===== src/rtl/pit_pkg.sv =====
package pit_pkg;

    localparam int BYTE_W = 8;
    localparam int CNT_W  = 2 * BYTE_W;
    localparam int DIGITS = CNT_W / 4;

    // control word field positions
    localparam int CW_BCD   = 0;
    localparam int CW_MODE  = 1;
    localparam int CW_MODEW = 3;
    localparam int CW_FMT   = 4;
    localparam int CW_RSV   = 6;

    typedef enum logic [1:0] {
        FMT_LATCH = 2'b00,
        FMT_LO    = 2'b01,
        FMT_HI    = 2'b10,
        FMT_BOTH  = 2'b11
    } acc_fmt_e;

    typedef struct packed {
        acc_fmt_e fmt;
        logic     oneshot;
        logic     bcd;
    } cfg_t;

    localparam cfg_t CFG_RESET = '{fmt: FMT_LO, oneshot: 1'b0, bcd: 1'b0};

    function automatic logic [CNT_W-1:0] dec_count(input logic [CNT_W-1:0] v,
                                                   input logic bcd);
        logic [CNT_W-1:0] r;
        logic borrow;
        r = '0;
        if (!bcd) begin
            r = v - 1'b1;
        end else begin
            borrow = 1'b1;
            for (int d = 0; d < DIGITS; d++) begin
                if (borrow && v[d*4 +: 4] == 4'd0) begin
                    r[d*4 +: 4] = 4'd9;
                end else if (borrow) begin
                    r[d*4 +: 4] = v[d*4 +: 4] - 4'd1;
                    borrow = 1'b0;
                end else begin
                    r[d*4 +: 4] = v[d*4 +: 4];
                end
            end
        end
        return r;
    endfunction

endpackage


===== src/rtl/pit_wrctl.sv =====
module pit_wrctl
    import pit_pkg::*;
(
    input  logic              clk,
    input  logic              rst,
    input  logic              wr_en,
    input  logic              sel_ctrl,
    input  logic [BYTE_W-1:0] wr_data,
    output cfg_t              cfg,
    output logic              cw_stb,
    output logic              cw_oneshot,
    output logic              latch_stb,
    output logic [CNT_W-1:0]  cr,
    output logic              cr_first,
    output logic              cr_done
);

    logic              hi_next_q;
    logic [BYTE_W-1:0] lo_stage_q;
    acc_fmt_e          fmt_f;
    logic [CW_MODEW-1:0] mode_f;
    logic              cw_wr, cnt_wr, mode_ok;

    assign fmt_f   = acc_fmt_e'(wr_data[CW_FMT +: 2]);
    assign mode_f  = wr_data[CW_MODE +: CW_MODEW];
    assign cw_wr   = wr_en && sel_ctrl;
    assign cnt_wr  = wr_en && !sel_ctrl;
    assign mode_ok = (mode_f == CW_MODEW'(0) || mode_f == CW_MODEW'(1))
                     && wr_data[BYTE_W-1:CW_RSV] == '0;

    assign latch_stb  = cw_wr && fmt_f == FMT_LATCH;
    assign cw_stb     = cw_wr && fmt_f != FMT_LATCH && mode_ok;
    assign cw_oneshot = mode_f[0];
    assign cr_first   = cnt_wr && cfg.fmt == FMT_BOTH && !hi_next_q;
    assign cr_done    = cnt_wr && (cfg.fmt != FMT_BOTH || hi_next_q);

    always_ff @(posedge clk) begin
        if (rst) begin
            cfg        <= CFG_RESET;
            cr         <= '0;
            hi_next_q  <= 1'b0;
            lo_stage_q <= '0;
        end else if (cw_stb) begin
            cfg.fmt     <= fmt_f;
            cfg.oneshot <= cw_oneshot;
            cfg.bcd     <= wr_data[CW_BCD];
            hi_next_q   <= 1'b0;
        end else if (cnt_wr) begin
            case (cfg.fmt)
                FMT_LO:  cr <= CNT_W'(wr_data);
                FMT_HI:  cr <= {wr_data, {BYTE_W{1'b0}}};
                default: begin
                    if (hi_next_q) cr <= {wr_data, lo_stage_q};
                    else           lo_stage_q <= wr_data;
                    hi_next_q <= !hi_next_q;
                end
            endcase
        end
    end

endmodule


===== src/rtl/pit_core.sv =====
module pit_core
    import pit_pkg::*;
(
    input  logic             clk,
    input  logic             rst,
    input  logic             oneshot,
    input  logic             bcd,
    input  logic             cw_stb,
    input  logic             cw_oneshot,
    input  logic [CNT_W-1:0] cr,
    input  logic             cr_first,
    input  logic             cr_done,
    input  logic             cnt_tick,
    input  logic             gate,
    output logic [CNT_W-1:0] ce,
    output logic             out
);

    logic run_q, ld_pend_q, armed_q, trig_pend_q, hold_q, gate_q;
    logic trig, m0_load, m1_load, load_now, dec_en;
    logic [CNT_W-1:0] ce_dec;

    assign trig     = gate && !gate_q;
    assign m0_load  = !oneshot && ld_pend_q && cnt_tick;
    assign m1_load  = oneshot && armed_q && (trig || trig_pend_q) && cnt_tick;
    assign load_now = m0_load || m1_load;
    assign dec_en   = cnt_tick && run_q && !load_now
                      && (oneshot || (gate && !hold_q));
    assign ce_dec   = dec_count(ce, bcd);

    always_ff @(posedge clk) begin
        if (rst) begin
            ce          <= '0;
            out         <= 1'b0;
            run_q       <= 1'b0;
            ld_pend_q   <= 1'b0;
            armed_q     <= 1'b0;
            trig_pend_q <= 1'b0;
            hold_q      <= 1'b0;
            gate_q      <= 1'b0;
        end else begin
            gate_q <= gate;
            if (cw_stb) begin
                out         <= cw_oneshot;
                run_q       <= 1'b0;
                ld_pend_q   <= 1'b0;
                armed_q     <= 1'b0;
                trig_pend_q <= 1'b0;
                hold_q      <= 1'b0;
            end else begin
                if (load_now) begin
                    ce          <= cr;
                    run_q       <= 1'b1;
                    ld_pend_q   <= 1'b0;
                    trig_pend_q <= 1'b0;
                    if (oneshot) out <= 1'b0;
                end else if (dec_en) begin
                    ce <= ce_dec;
                    if (ce_dec == '0) out <= 1'b1;
                end
                if (oneshot && armed_q && trig && !cnt_tick)
                    trig_pend_q <= 1'b1;
                if (cr_first && !oneshot)
                    hold_q <= 1'b1;
                if (cr_done) begin
                    if (oneshot) begin
                        armed_q <= 1'b1;
                    end else begin
                        ld_pend_q <= 1'b1;
                        hold_q    <= 1'b0;
                        out       <= 1'b0;
                    end
                end
            end
        end
    end

    // in terminal-count mode out only rises with the counter at zero
    p_tc_out_r3: assert property (@(posedge clk) disable iff (rst)
        (!oneshot && $rose(out)) |-> ce == '0);

    // out stays high until a new count or control word
    p_out_sticky_r4: assert property (@(posedge clk) disable iff (rst)
        (!oneshot && out && !cr_done && !cw_stb) |=> out);

    // gate low freezes the running count
    p_gate_hold_r5: assert property (@(posedge clk) disable iff (rst)
        (!oneshot && run_q && !gate && !ld_pend_q) |=> $stable(ce));

    // a one-shot pulse starts with the programmed count
    p_oneshot_load_r7: assert property (@(posedge clk) disable iff (rst)
        (oneshot && $fell(out)) |-> ce == $past(cr));

endmodule


===== src/rtl/pit_rdctl.sv =====
module pit_rdctl
    import pit_pkg::*;
(
    input  logic              clk,
    input  logic              rst,
    input  logic              rd_en,
    input  logic              sel_ctrl,
    input  acc_fmt_e          fmt,
    input  logic              cw_stb,
    input  logic              latch_stb,
    input  logic [CNT_W-1:0]  ce,
    output logic [BYTE_W-1:0] rd_data
);

    logic             latched_q, rd_hi_q;
    logic [CNT_W-1:0] snap_q, src;
    logic             use_hi, rd, last;

    assign src     = latched_q ? snap_q : ce;
    assign use_hi  = fmt == FMT_HI || (fmt == FMT_BOTH && rd_hi_q);
    assign rd_data = use_hi ? src[CNT_W-1 -: BYTE_W] : src[BYTE_W-1:0];
    assign rd      = rd_en && !sel_ctrl;
    assign last    = fmt != FMT_BOTH || rd_hi_q;

    always_ff @(posedge clk) begin
        if (rst) begin
            latched_q <= 1'b0;
            rd_hi_q   <= 1'b0;
            snap_q    <= '0;
        end else if (cw_stb) begin
            latched_q <= 1'b0;
            rd_hi_q   <= 1'b0;
        end else begin
            if (rd) begin
                if (fmt == FMT_BOTH) rd_hi_q <= !rd_hi_q;
                if (last) latched_q <= 1'b0;
            end
            if (latch_stb && !latched_q) begin
                latched_q <= 1'b1;
                snap_q    <= ce;
            end
        end
    end

    // a held snapshot does not move
    p_snap_frozen_r12: assert property (@(posedge clk) disable iff (rst)
        (latched_q && $past(latched_q)) |-> $stable(snap_q));

    // reading the final byte of the format releases the snapshot
    p_latch_release_r12: assert property (@(posedge clk) disable iff (rst)
        (rd && last && latched_q) |=> !latched_q);

endmodule


===== src/rtl/pit_channel.sv =====
module pit_channel
    import pit_pkg::*;
(
    input  logic       clk,
    input  logic       rst,
    input  logic       wr_en,
    input  logic       rd_en,
    input  logic       sel_ctrl,
    input  logic [7:0] wr_data,
    output logic [7:0] rd_data,
    input  logic       cnt_tick,
    input  logic       gate,
    output logic       out
);

    cfg_t             cfg;
    logic             cw_stb, cw_oneshot, latch_stb, cr_first, cr_done;
    logic [CNT_W-1:0] cr, ce;

    pit_wrctl u_wr (
        .clk(clk), .rst(rst), .wr_en(wr_en), .sel_ctrl(sel_ctrl),
        .wr_data(wr_data), .cfg(cfg), .cw_stb(cw_stb),
        .cw_oneshot(cw_oneshot), .latch_stb(latch_stb), .cr(cr),
        .cr_first(cr_first), .cr_done(cr_done)
    );

    pit_core u_core (
        .clk(clk), .rst(rst), .oneshot(cfg.oneshot), .bcd(cfg.bcd),
        .cw_stb(cw_stb), .cw_oneshot(cw_oneshot), .cr(cr),
        .cr_first(cr_first), .cr_done(cr_done), .cnt_tick(cnt_tick),
        .gate(gate), .ce(ce), .out(out)
    );

    pit_rdctl u_rd (
        .clk(clk), .rst(rst), .rd_en(rd_en), .sel_ctrl(sel_ctrl),
        .fmt(cfg.fmt), .cw_stb(cw_stb), .latch_stb(latch_stb), .ce(ce),
        .rd_data(rd_data)
    );

endmodule


===== config.mk =====
export PLATFORM = sky130hd
export DESIGN_NAME = pit_channel
export DESIGN_NICKNAME = d
export VERILOG_FILES = /design/src/rtl/pit_pkg.sv /design/src/rtl/pit_wrctl.sv /design/src/rtl/pit_core.sv /design/src/rtl/pit_rdctl.sv /design/src/rtl/pit_channel.sv
export SDC_FILE = /design/constraint.sdc
export NUM_CORES = 1
export LEC_CHECK = 0
export ABC_AREA = 1
export CORE_MARGIN = 3
export CORE_UTILIZATION = 30
export CTS_CLUSTER_DIAMETER = 60
export CTS_CLUSTER_SIZE = 12
export DETAILED_ROUTE_END_ITERATION = 6
export DONT_BUFFER_PORTS = 1
export PLACE_DENSITY = 0.51
export SYNTH_ARGS = -nofsm -noshare
export SYNTH_HDL_FRONTEND = slang
export SYNTH_SLANG_ARGS = --single-unit

===== constraint.sdc =====
create_clock -name clk -period 5.2 [get_ports clk]
set_input_delay 0.26 -clock clk [delete_from_list [all_inputs] [get_ports clk]]
set_output_delay 0.26 -clock clk [all_outputs]
set_load 0.1 [all_outputs]

# Yosys cells after proc, flatten, opt, wreduce, memory -nomap -nowiden
# Index checks and enable logic that the tools add are counted.
# W data, S select, Z words.
[op_classes]
reduce_logical = 68
muxes = 38
bitwise_logic = 3
addsub = 5
eq_ne = 5
[op_table]
columns = ["cell", "n"]
rows = [
  ["$mux W16", 5],
  ["$pmux W16 S2", 1],
  ["$logic_and A1 B1 Y1", 28],
  ["$mux W4", 7],
  ["$mux W1", 24],
  ["$logic_not A16 Y1", 1],
  ["$logic_not A4 Y1", 4],
  ["$sub A16 B1 Y16 const B", 1],
  ["$sub A4 B1 Y4 const B", 4],
  ["$reduce_and A2 Y1", 6],
  ["$reduce_bool A2 Y1", 5],
  ["$logic_not A1 Y1", 9],
  ["$mux W8", 1],
  ["$logic_or A1 B1 Y1", 7],
  ["$eq A2 B2 Y1 const B", 2],
  ["$logic_not A2 Y1", 2],
  ["$reduce_and A4 Y1", 1],
  ["$reduce_or A2 Y1", 2],
  ["$eq A3 B1 Y1 const B", 1],
  ["$logic_not A3 Y1", 1],
  ["$not A1 Y1", 3],
  ["$reduce_and A3 Y1", 1],
  ["$reduce_bool A3 Y1", 1],
  ["$eq A2 B1 Y1 const B", 1],
  ["$ne A2 B2 Y1 const B", 1],
]
[word_totals]
regBits = 70
in_bits = 15
elab_cells = 136
out_inout_bits = 9

# Logic depth before layout (Yosys ltp)
[depth]
depth_word = 19
depth_mapped = 16
depth_no_buf = 16

# By module
# From an unflattened synthesis, not the netlist that was laid out.
[unflattened]
cells_unflattened = 716
hier_area_um2 = 4514.3
[modules_own_cells]
columns = ["mod", "cells_per_inst", "instances", "area_each_um2"]
rows = [
  ["pit_core", 336, 1, 1944.4],
  ["pit_wrctl", 232, 1, 1519.0],
  ["pit_rdctl", 148, 1, 1051.0],
]

# Least setup slack after synthesis
# Ideal clock, no wire load.
[synth_timing]
path_type = "register to output"
start = "register, netlist name u_wr.cfg[2]"
end = "output rd_data[0]"
path_buffers = 1
slack_ns = 1.945
arrival_ns = 2.995
path_stages_with_launch = 6
path_cell_list = "dfxtp_1 > inv_1 > ha_1 > a21oi_1 > clkbuf_1 > o21ai_0"
[synth_via]
elab_chain_len = 4
word_cells_on_any_way = 5
[synth_lines]
columns = ["element", "line_no", "rtl"]
rows = [
  ["$eq A2 B2 Y1", "pit_rdctl.sv:20", "assign use_hi = fmt == FMT_HI || (fmt == FMT_BOTH && rd_hi_q);"],
  ["$logic_and A1 B1 Y1", "pit_rdctl.sv:20", ""],
  ["$logic_or A1 B1 Y1 *", "pit_rdctl.sv:20", ""],
  ["$mux W8 *", "pit_rdctl.sv:21", "assign rd_data = use_hi ? src[CNT_W-1 -: BYTE_W] : src[BYTE_W-1:0];"],
  ["end: declaration", "pit_channel.sv:10", "output logic [7:0] rd_data,"],
]
# Mark *: on every way between the ends. The rest lies on a longest branch, timed or not.

# Worst setup path after layout
[layout_timing]
start = "register u_rd.latched_q"
end = "output rd_data[3]"
[layout_via]
elab_chain_len = 2
[layout_lines]
columns = ["element", "line_no", "rtl"]
rows = [
  ["start: declaration", "pit_rdctl.sv:15", "logic latched_q, rd_hi_q;"],
  ["start signal: assignment", "pit_rdctl.sv:27", "latched_q <= 1'b0;"],
  ["start signal: assignment", "pit_rdctl.sv:31", "latched_q <= 1'b0;"],
  ["start signal: assignment", "pit_rdctl.sv:36", "if (last) latched_q <= 1'b0;"],
  ["$mux W16", "pit_rdctl.sv:19", "assign src = latched_q ? snap_q : ce;"],
  ["$mux W8", "pit_rdctl.sv:21", ""],
]
# Every way passes these cells.

==> summary.md <==
| Metric | Value |
|---|---|
| Crit Path Category | register to output port |
| Power, Total | around 1.7 mW |
| Synth Instances | between 500 and 600 |
| Slowest CP cell | o21ai_2 |
| Diode count | 0 |
| Buffers on Ports | 0 |
| P_int | roughly 1.1 mW |
| Hold path start | rst |
| CTS tree | built |
| Initial core utilization | 0.308 |
| RSZ-0062 raised after global routing | no |
| P_leak | 1.98 nW |
| Number of global-route vias before repair | ~3700 |
| Worst-path clk slew | 0.06 ns |
| Reg-to-reg slack, setup | around 2.9 ns |
| Async set or reset register ratio after synthesis | 0 |
| Global-route usage over all layers | 0.167 |
| Worst Clk Skew | between 0.009 and 0.01 ns |
| Die H | 120 um |
| Chip Width | between 100 and 150 um |
| Critical path depth | 3 |
| Simple-gate share of the synthesized area | 0.299 |
| Share of layout cells above drive strength 1 | 0.0885 |
| DRC viols | 0 |
| Sw power | around 520 uW |
| Synth Area in Compound Gates | 0.222 |
| Status | finished clean |
| Final hold violations | 0 |
| Mean area per synthesized cell | 6.74 sq um |
| DP HPWL | about 8400 um |
| Yosys cell types | 36 |
| R2r worst-path depth | 6 |
| Syn-to-layout area delta | 13.1% |
| Seq pwr share | 0.346 |
| Worst min-delay path class | primary input to register |
| Min Clock Period, post-route | about 2.6 ns |
| Fin Setup TNS | 0 ns |
| Synth Flop Type | dfxtp_1 |
| Core box area | between 10000 and 15000 sq um |
| Hold path cells | 1 |
| Fmax | between 300 and 400 MHz |
| Vias per cell | 5.15 |
| Max stage delay on crit path | around 0.89 ns |
| EDFF count, synth | 0 |
| DR vias | 3854 |
| Pre-antenna DRT Iters | 5 |
| Synth Area in Adders | 0.0287 |
| Reg-to-Reg End | u_wr.cr[2]$_SDFFE_PP0P_ |
| Clk_lat worst skew | 0.34 ns |
| Seq/Total Area, Yosys | 0.357 |
| P per Cell Area | approximately 380 nW/um^2 |
| Clock sink total | 70 |
| Placer Congestion | 0.887 |
| Remaining global-route overflow | 0 |
| Crit Path Max Fanout | 32 |
| Logic pwr share | 0.224 |
| Pins Over Slew Limit | 0 |
| Die area | 14500 sq um |
| Initial antenna violation count | 0 |
| Resize count post-CTS | 0 |
| Num rows | roughly 40 |
| Rel. slew slack | 0.216 |
| Switching portion of total power | 0.313 |
| Synthesized Nets | between 600 and 700 |
| Final Cycle Share | 0.509 |
| Max VDD drop | ~0.16 mV |
| Hold worst-path end | u_core.ce[5]$_SDFFE_PP0P_ |
| Largest family of logic cells by synthesized area | simple AND/OR/NAND/NOR gates |
| Worst path cell trace | inv_1 -> o21ai_0 -> o21ai_2 |
| CP required | roughly 4.9 ns |
| Slew of the pin with the lowest slew margin | 1.17 ns |
| Max Root-Sink Buffers | 2 |
| Critical Path Sink Type | output port |
| Nets | a little under 600 |
| CP delay by family, top | compound AO/OA/AOI/OAI gates |
| First-pass GRT wire length | 19100 um |
| Synth Warn # | 0 |
| WL final | between 10000 and 15000 um |
| Final setup fails | 0 |
| Routed Antenna Nets | 0 |
| Placed cell count | about 730 |
| Yosys reg bits | 70 |
| CTS Root Cell | clkbuf_16 |
| MaxCap Viol Count | 0 |
| Largest net degree at the start of global routing | a little over 40 |
| Critical R2R Launch | u_wr.cfg[3]$_SDFFE_PP0P_ |
| Initial DRC count | approximately 220 |
| # fillers | around 1400 |
| Number of buffers created by CTS | 9 |
| Mux cell area share after synthesis | 0 |
| Mapped cell area | between 3000 and 4000 sq um |
| Boundary pin count | 24 |
| Synth Area in XOR/XNOR | 0.0112 |
| Worst path bufs/invs | 1 |
| Routed len/inst | 15.6 um |
| Part of the power in the clock network | 0.430 |
| Htree depth | 3 |
| Worst Path Arrival | roughly 2.4 ns |
| CP Launch Type | register |
| Non-filler cells, final | 748 |
[stage by stage]
| step | setup slack [ns] | utilization | area (sq um) | hold WS [ns] |
|---|---|---|---|---|
| 2_1_floorplan | 1.94 | - | 3920 | 0.339 |
| 3_3_place_gp | 2.89 | 0.320 | 4070 | 0.335 |
| 3_5_place_dp | 2.87 | 0.320 | 4070 | 0.334 |
| 4_1_cts | 2.53 | 0.349 | 4430 | 0.00111 |
| 5_1_grt | 2.40 | 0.349 | 4430 | 0.00259 |
| 6_report | 2.55 | 0.349 | 4430 | 0.00813 |
[layout by cell type (no fill, tap or decap), drive strengths merged]
cell type / count
nand2: 140
o21ai: 71
dfxtp: 70
nor2: 58
a21oi: 53
nand3: 51
inv: 51
a221oi: 11
o211ai: 10
clkbuf: 10
a31oi: 9
ha: 9
nand4: 5
xor2: 4
nor3: 4
clkinv: 4
or2: 3
bufinv: 3
nand3b: 2
dlygate4sd3: 2
buf: 2
nor4: 1
o31ai: 1
xnor2: 1
nor3b: 1
[what timing repair did]
item | 4_1_cts | 5_1_grt
hold buffers | 2 | 0
endpoints found under the hold margin | 18 | 0
setup buffers | 0 | 0
[power by group through the flow]
stage / Combinational, mW / Sequential, mW / Clock [mW]
2_1_floorplan: 0.296 / 0.581 / 0
3_3_place_gp: 0.362 / 0.589 / 0
6_report: 0.373 / 0.577 / 0.718
3_5_place_dp: 0.364 / 0.589 / 0
4_1_cts: 0.370 / 0.577 / 0.727
5_1_grt: 0.419 / 0.580 / 0.754
[routing by layer]
metal	up-vias	GRT usage	routed length [um]
met5	-	0	0
met4	0	0.0595	212
met3	17	0.0281	646
met2	97	0.269	5390
met1	1796	0.225	5390
li1	1944	-	-
[cells by family after synthesis]
logic type	Yosys count
simple gates	265
compound gates	155
buf+inv	78
flops	70
fa+ha+maj	9
xor+xnor	5
[cells in the mapped netlist, types with 2 or more instances]
library cell	number	area [sq um]
buf_4	3	22.5
nand3_1	50	250
clkinv_1	2	7.51
nand2_2	4	25.0
a31oi_1	9	56.3
inv_2	4	15.0
nor2_4	2	22.5
buf_2	5	25.0
nor3_2	2	20.0
clkbuf_1	15	56.3
o211ai_1	10	75.1
dfxtp_1	70	1400
ha_1	9	113
a221oi_1	11	96.3
nand4_1	5	31.3
o21ai_1	2	10.0
nand2_1	135	507
or2_2	3	18.8
inv_1	47	176
nor2_1	50	188
nor3_1	2	10.0
a21oi_1	53	265
nand3b_1	2	15.0
xor2_1	4	35.0
nor2_2	5	31.3
o21ai_0	68	340
[registers in the layout (all words and copies together), names as in the netlist, 4 cells and up]
name / cells
u_wr.cfg: 4
u_rd.snap_q: 16
u_wr.lo_stage_q: 8
u_wr.cr: 16
u_core.ce: 16
[cell type report]
class,instances,area [sq um],area share
Multi-Input combinational cell,434,2240,0.505
Sequential cell,70,1400,0.316
Clock buffer,10,239,0.0539
Tap cell,172,215,0.0485
Inverter,53,199,0.0449
Clock inverter,5,108,0.0243
Timing Repair Buffer,4,35.0,0.00790
[worst max path at each step]
stage	endpoint	from
after global placement	u_wr.cr[6]$_SDFFE_PP0P_	u_wr.cfg[3]$_SDFFE_PP0P_
after global routing	rd_data[3]	u_rd.latched_q$_SDFFE_PP0P_
final	rd_data[3]	u_rd.latched_q$_SDFFE_PP0P_
after detailed placement	u_wr.cr[4]$_SDFFE_PP0P_	u_wr.cfg[3]$_SDFFE_PP0P_
after floorplan	rd_data[0]	u_wr.cfg[2]$_SDFFE_PP1P_
after CTS	rd_data[3]	u_rd.latched_q$_SDFFE_PP0P_
Power figures use the tool's default switching activity.
